`src/rtl/pwg_pkg.sv`:
```
package pwg_pkg;
  localparam int REG_W     = 32;
  localparam int NUM_REGS  = 2;
  localparam int MAX_PAGES = REG_W * NUM_REGS;
  localparam int IDX_W     = $clog2(MAX_PAGES);

  // strobes from control to datapath and top
  typedef struct packed {
    logic setLo;
    logic setHi;
    logic grant;
    logic block;
  } pwg_strobe_t;
endpackage

```
`src/rtl/pwg_datapath.sv`:
```
module pwg_datapath
  import pwg_pkg::*;
#(
  parameter int NUM_PAGES  = 64,
  parameter int PAGE_SHIFT = 10
) (
  input  logic                        clk,
  input  logic                        rstN,
  input  pwg_strobe_t                 strobes,
  input  logic [REG_W-1:0]            regWrData,
  input  logic                        regRdSel,
  input  logic [PAGE_SHIFT+IDX_W-1:0] busWrAddr,
  output logic [REG_W-1:0]            regRdData,
  output logic [MAX_PAGES-1:0]        protVec,
  output logic                        pageProt
);
  localparam logic [MAX_PAGES-1:0] IMPL_MASK = {MAX_PAGES{1'b1}} >> (MAX_PAGES - NUM_PAGES);

  logic [REG_W-1:0] protReg [NUM_REGS];
  logic [NUM_REGS-1:0] setReg;
  logic [IDX_W-1:0] pageIdx;

  assign setReg = {strobes.setHi, strobes.setLo};

  for (genvar g = 0; g < NUM_REGS; g++) begin : gen_reg
    always_ff @(posedge clk or negedge rstN) begin
      if (!rstN) begin
        protReg[g] <= '0;
      end else if (setReg[g]) begin
        protReg[g] <= protReg[g] | (regWrData & IMPL_MASK[g*REG_W +: REG_W]);
      end
    end
    assign protVec[g*REG_W +: REG_W] = protReg[g];
  end

  assign regRdData = protReg[regRdSel];
  assign pageIdx   = busWrAddr[PAGE_SHIFT +: IDX_W];
  assign pageProt  = protVec[pageIdx];
endmodule

```
`src/rtl/pwg_ctrl.sv`:
```
module pwg_ctrl
  import pwg_pkg::*;
(
  input  logic        clk,
  input  logic        rstN,
  input  logic        regWrEn,
  input  logic        regWrSel,
  input  logic        busWrValid,
  input  logic        busWrErase,
  input  logic        pageProt,
  output pwg_strobe_t strobes,
  output logic        wrFault
);
  always_comb begin
    strobes.setLo = regWrEn & ~regWrSel;
    strobes.setHi = regWrEn & regWrSel;
    strobes.grant = busWrValid & (busWrErase | ~pageProt);
    strobes.block = busWrValid & ~busWrErase & pageProt;
  end

  always_ff @(posedge clk or negedge rstN) begin
    if (!rstN) wrFault <= 1'b0;
    else       wrFault <= strobes.block;
  end
endmodule

```
`src/rtl/page_write_guard.sv`:
```
module page_write_guard
  import pwg_pkg::*;
#(
  parameter int NUM_PAGES  = 64,
  parameter int PAGE_SHIFT = 10
) (
  input  logic                        clk,
  input  logic                        rstN,
  input  logic                        regWrEn,
  input  logic                        regWrSel,
  input  logic [31:0]                 regWrData,
  input  logic                        regRdSel,
  output logic [31:0]                 regRdData,
  input  logic                        busWrValid,
  input  logic [PAGE_SHIFT+IDX_W-1:0] busWrAddr,
  input  logic                        busWrErase,
  output logic                        memWrEn,
  output logic                        wrFault
);
  pwg_strobe_t strobes;
  logic [MAX_PAGES-1:0] protVec;
  logic pageProt;

  pwg_ctrl u_ctrl (
    .clk(clk), .rstN(rstN), .regWrEn(regWrEn), .regWrSel(regWrSel),
    .busWrValid(busWrValid), .busWrErase(busWrErase), .pageProt(pageProt),
    .strobes(strobes), .wrFault(wrFault)
  );

  pwg_datapath #(.NUM_PAGES(NUM_PAGES), .PAGE_SHIFT(PAGE_SHIFT)) u_dp (
    .clk(clk), .rstN(rstN), .strobes(strobes), .regWrData(regWrData),
    .regRdSel(regRdSel), .busWrAddr(busWrAddr), .regRdData(regRdData),
    .protVec(protVec), .pageProt(pageProt)
  );

  assign memWrEn = strobes.grant;
endmodule

```
`config.mk`:
```
export PLATFORM = sky130hd
export DESIGN_NAME = page_write_guard
export DESIGN_NICKNAME = d
export VERILOG_FILES = /design/src/rtl/pwg_pkg.sv /design/src/rtl/pwg_datapath.sv /design/src/rtl/pwg_ctrl.sv /design/src/rtl/page_write_guard.sv
export SDC_FILE = /design/constraint.sdc
export NUM_CORES = 1
export LEC_CHECK = 0
export ABC_AREA = 1
export BUFFER_PORTS_ARGS = -buffer_cell sky130_fd_sc_hd__buf_2
export CORE_MARGIN = 3
export CORE_UTILIZATION = 40
export DETAILED_ROUTE_END_ITERATION = 7
export PLACE_DENSITY = 0.69
export SYNTH_ARGS = -nofsm -noshare
export SYNTH_HDL_FRONTEND = slang
export SYNTH_SLANG_ARGS = --single-unit
```
`constraint.sdc`:
```
create_clock -name clk -period 1.4 [get_ports clk]
set_input_delay 0.21 -clock clk [delete_from_list [all_inputs] [get_ports clk]]
set_output_delay 0.21 -clock clk [all_outputs]
set_load 0.01 [all_outputs]
```
Word level (Yosys, flattened, before mapping)

Cells that the tools add are included.
W data, S select, Z words.

Multiplexer cells: 5
Order comparisons: 2
Bitwise operators: 12

Operators with widths:

| cell                 | number |
|---|---|
| $mux W32             | 3 |
| $or A32 B32 Y32      | 2 |
| $lt A6 B7 Y1 const B | 1 |
| $bmux W1 S6          | 1 |
| $and A1 B1 Y1        | 5 |
| $not A1 Y1           | 3 |
| $ge A2 B2 Y1 const B | 1 |
| $not A1 Y2           | 1 |
| $mux W1              | 1 |
| $or A1 B1 Y1         | 1 |

Logic and storage cells: 22
Output and inout port bits: 34
Register bits after elaboration: 65

Logic depth before layout (Yosys ltp)

Word-level depth: 5
Mapped depth: 13

Modules after synthesis

A second synthesis with hierarchy kept.

Cells, all modules: 433
Area total of the unflattened synthesis: 3342.0 sq um

By module, submodules not included:

| module       | area an instance (sq um) | cells an instance | instances | seq. area each (sq um) |
|---|---|---|---|---|
| pwg_datapath | 3279.4                   | 423               | 1         | 1601.5 |
| pwg_ctrl     | 62.6                     | 10                | 1         | 25.0 |

Worst setup path before layout

Ideal clock, no wire load.

Path type: input port to output port
From: input port busWrAddr[11]
To: output port memWrEn
Path buffers: 2
Data required time: 1.190 ns
Data arrival time: 1.172 ns
Path slack: 0.018 ns
Stages: 11
Path through: buf_6 -> inv_4 -> buf_4 -> nand3_1 -> nand3_1 -> nand2_1 -> nand2_1 -> nand3_1 -> nand3b_1 -> nand2_1 -> a21oi_1

Word-level cells in the longest chain between the ends: 5

Ends and longest elaborated chain:

| element                       | line                   | RTL |
|---|---|---|
| start: declaration            | page_write_guard.sv:15 | `input logic [PAGE_SHIFT+IDX_W-1:0] busWrAddr,` |
| $bmux W1 S6                   | pwg_datapath.sv:38     | `assign pageProt = protVec[pageIdx];` |
| $mux W1 (not written as such) | pwg_datapath.sv:38     |  |
| $not A1 Y1                    | pwg_ctrl.sv:17         | `strobes.grant = busWrValid & (busWrErase \| ~pageProt);` |
| $or A1 B1 Y1                  | pwg_ctrl.sv:17         |  |
| $and A1 B1 Y1                 | pwg_ctrl.sv:17         |  |
| end: declaration              | page_write_guard.sv:17 | `output logic memWrEn,` |

No other way between the ends. The select of a mux whose other input is x is not followed.

Worst setup path after layout

From: register u_dp.protReg (netlist bit u_dp.protVec[3])
To: output port memWrEn

Word-level cells in the longest chain between the ends: 5

Ends and longest elaborated chain:

| element                          | line               | RTL |
|---|---|---|
| start: declaration               | pwg_datapath.sv:19 | `logic [REG_W-1:0] protReg [NUM_REGS];` |
| start signal: indexed assignment | pwg_datapath.sv:30 | `protReg[g] <= protReg[g] \| (regWrData & IMPL_MASK[g*REG_W +: REG_W]);` |
| $bmux W1 S6                      | pwg_datapath.sv:38 |  |
| $mux W1 (not written as such)    | pwg_datapath.sv:38 |  |
| $not A1 Y1                       | pwg_ctrl.sv:17     |  |
| $or A1 B1 Y1                     | pwg_ctrl.sv:17     |  |
| $and A1 B1 Y1                    | pwg_ctrl.sv:17     |  |

No other way between the ends. The select of a mux whose other input is x is not followed.

==> results by stage <==
Run status:
- The flow ran to the end, but the final reports show violations.
- The final reports fail on negative setup slack.

Worst hold path:
- Counting instances, the worst hold path has a depth of 3.
- The startpoint identified for the worst hold timing path is regWrData[24].
- The type of the tightest min-delay check is input pin to flip-flop.
- The worst hold path terminates at u_dp.protVec[24].

Final layout:
- In the final layout, the share of cells above drive strength 1 is 26.44%.
- The repair_antennas step left the layout with diodes totalling 0.
- Leaving out fill and tap cells, the most frequent cells in the layout are nand2_1 (113), buf_2 (78), inv_1 (68).
- In the final design database the tool counted a little under 600 nets.
- The commonest non-fill, non-tap cell in the layout is nand2_1.
- The area used by multi-input combinational logic is 1309 µm².
- The area added between synthesis and finish is 29.60%.
- The share of the core filled with cells is 54.73%.
- After filler insertion, the fill cell instance count of the layout stands at 772.
- After routing the design area is 4317 µm².
- The area taken by flip-flops and latches is 1627 µm².

Setup path:
- In this run the worst path has a maximum fanout of 2.
- The endpoint identified for the worst register-to-register timing path is u_ctrl.wrFault.
- The required time of the worst setup path is 1.19 ns.
- The flop-to-flop setup slack is 0.18 ns.
- The startpoint class of the critical path is a flip-flop.
- STA classifies the critical path endpoint as an output pin.
- Measured in cells, the most critical reg-to-reg path has a length of 10.
- The critical path in this run is classified as flip-flop to output pin.
- The launch instance of the worst register-to-register path is u_dp.protVec[3].
- The data arrival time of the critical path is 1.57 ns.

Run:
- The tool flagged a number of max-cap violations equal to 0.

Logic synthesis:
- The total standard cell area after synthesis is 3331 µm².
- In the synthesized netlist, the number of instances is around 430.
- The most used flip-flop cell after synthesis is dfrtp_1.
- Counting flops with an async set or reset pin after synthesis yields a share of 100.0%.
- The synthesized design devotes to its leading area cell type 48.84% of total area.
- Sorting the synthesized cells by area gives the leading types as dfrtp_1 (49%), nand2_1 (13%), o21ai_1 (9.6%).
- In this run, synthesis inferred 0 flip-flops with an integrated enable.
- The average size of a mapped cell is 7.764 µm².
- The sequential element share of the synthesized area is 48.84%.
- The synthesized design contains 65 register bits.
- The largest area contributor in the synthesized netlist is dfrtp_1.
- The number of warnings printed during yosys synthesis is 0.
- The number of nets in the synthesized netlist is about 480.
- The number of library cell types mapped by synthesis is 17.

Drt:
- After detailed routing, the met2 layer carries 4455 µm of wire.
- In this run the top signal layer used is met4.
- Detailed routing inserted a total of roughly 3100 vias.
- The detailed router put a total of ~3600 µm of wire on met1.
- The final wirelength is 8583 µm.
- The starting DRC count in detailed routing is 82.
- The post-route antenna net violation count is 0.
- After detailed routing, the average wire length per cell comes to 13.43 µm.
- The number of DRC violations after detailed routing is 0.
- Summed over all nets, wire length on met3 after detailed routing comes to around 420 µm.
- The per-cell via count in the routed design is 4.889.
- Before antenna repair, the detailed router went through 5 iterations.

Global routing:
- The via count of the first global-routing pass is 3319.
- The number of antenna violations at the first check in global routing came to 0.
- The first-pass GRT wire length is 14990 µm.
- Entering global routing, the biggest net connects 66 pins.
- Global routing used 19.23% of the available tracks across all layers.
- The final global-route overflow total is 0.

Die:
- Once the floorplan was initialized, standard cells occupied 42.23% of the core.
- The placeable core region is 7888 µm².
- The number of primary I/O pins is 89.
- The die is 97.25 µm wide.
- The floorplan step defined a die boundary enclosing 9458 µm².
- The floorplan has 32 rows.
- From bottom edge to top edge, the die measures just under 100 µm.

Placed design:
- The HPWL after detailed placement is 6133 µm.
- The congestion estimate from routability-driven global placement came to 0.7512.
- Once placement finished, the instance area stood at about 4000 µm².
- Port buffering added 78 buffers.

STA:
- The shortest clock period the worst path allows after layout is approximately 1.8 ns.
- Summed over all failing endpoints, the final setup total negative slack is -0.3783 ns.
- In the finished design, the share of the clock period the worst path needs comes to 127.0%.
- Setup repair after global routing could not meet its margin everywhere.
- The final setup violation count is 1.
- The final count of hold timing violations is 0.
- The highest clock rate is 562.3 MHz.
- The relative slew slack is 76.42%.
- The setup skew after layout is 0.003205 ns.
- The transition at the pin with the smallest max-transition slack is 0.3537 ns.
- The final count of pins violating max slew was 0.
- The post-route worst setup slack is -0.3783 ns.

Clocking:
- The cell sitting at the root of the clock tree is a clkbuf_8.
- The number of CTS-inserted buffers is 9.
- The clock tree synthesis step divided the H-tree into 3 levels.
- After clock tree synthesis, the clock-pin slew on the worst setup and hold paths is 0.07 ns.
- CTS saw 65 sinks.
- The clock latency on the worst-skew pair is roughly 0.34 ns.
- In this run the deepest clock path goes through 2 buffers.
- TritonCTS built the clock tree.

Power:
- The worst-case vdd ir drop is 0.5029 mV.
- After layout, the design draws a total of 0.004045 W.
- The static leakage is 2.370 nW.
- Power spread over the standard cell area amounts to 937.1 nW/µm².
## Yosys cell counts (2+ instances only)
master,number
buf_1,5
buf_2,2
buf_4,3
buf_6,6
clkbuf_1,8
dfrtp_1,65
inv_1,68
inv_2,2
nand2_1,116
nand3_1,53
o21ai_1,64
o21bai_1,32
## layer usage
| layer | vias up | global-route usage (%) |
|---|---|---|
| met1 | 1478 | 23.41 |
| met5 | - | 0 |
| li1 | 1562 | - |
| met2 | 73 | 33.97 |
| met3 | 11 | 4.235 |
| met4 | 0 | 5.964 |
## critical path: stages, from the launching register on
cell      delay (ns)
dfrtp_1         0.39
nand2_1         0.08
nand3_1         0.09
nand3_1         0.08
nand2_1         0.05
nand2_1         0.06
nand3_2         0.06
nand3b_1        0.09
nand2_2         0.08
a21oi_2         0.11
buf_2           0.14
## worst max path at each step
stage | from | to
after floorplan | busWrAddr[11] | memWrEn
after global placement | busWrAddr[10] | memWrEn
after detailed placement | busWrAddr[10] | memWrEn
after CTS | u_dp.protVec[9] | memWrEn
after global routing | u_dp.protVec[8] | memWrEn
final | u_dp.protVec[3] | memWrEn
## final cells by class
class                           count  area share (%)
Inverter                           72           6.435
Sequential cell                    65           37.68
Clock buffer                       12           3.594
Multi-Input combinational cell    268           30.32
Clock inverter                      3          0.9275
Timing Repair Buffer              117           18.09
Tap cell                          102           2.957
## state kept, by name, summed over array words and instances (netlist names)
| register | count |
|---|---|
| u_dp.protVec | 64 |
| u_ctrl.wrFault | 1 |
## logic make-up (layout without fill, tap and decap cells)
group / count (synthesis) / after routing / share of synthesized area, %
compound gates: 97 / 97 / 16.98
buf+inv: 96 / 204 / 12.81
flops: 65 / 65 / 48.84
simple gates: 171 / 171 / 21.37
## where the power goes
part / internal [W] / switching, W / leakage (nW) / total, W
Clock: 0.000905 / 0.000681 / 0.102 / 0.00159
Combinational: 0.000228 / 0.000348 / 1.69 / 0.000576
Sequential: 0.00188 / 0.00000198 / 0.573 / 0.00188
## per-stage QoR
stage / hold WS (ns) / std cells / worst slack [ns]
floorplan: -0.08559 / 429 / 0.01774
global placement: 0.2495 / 620 / -0.1925
detailed placement: 0.2534 / 620 / -0.2218
CTS: 0.1140 / 639 / -0.4076
global route: 0.1348 / 639 / -0.5511
finish: 0.1292 / 639 / -0.3783
## what timing repair did
action,CTS,global route
gates resized for setup,3,8
hold buffers,1,0
setup endpoints to repair,1,4
pin swaps,1,8
buffers inserted,3,1
hold endpoints to repair,65,0
No activity file was read; power rests on OpenSTA's default activity.
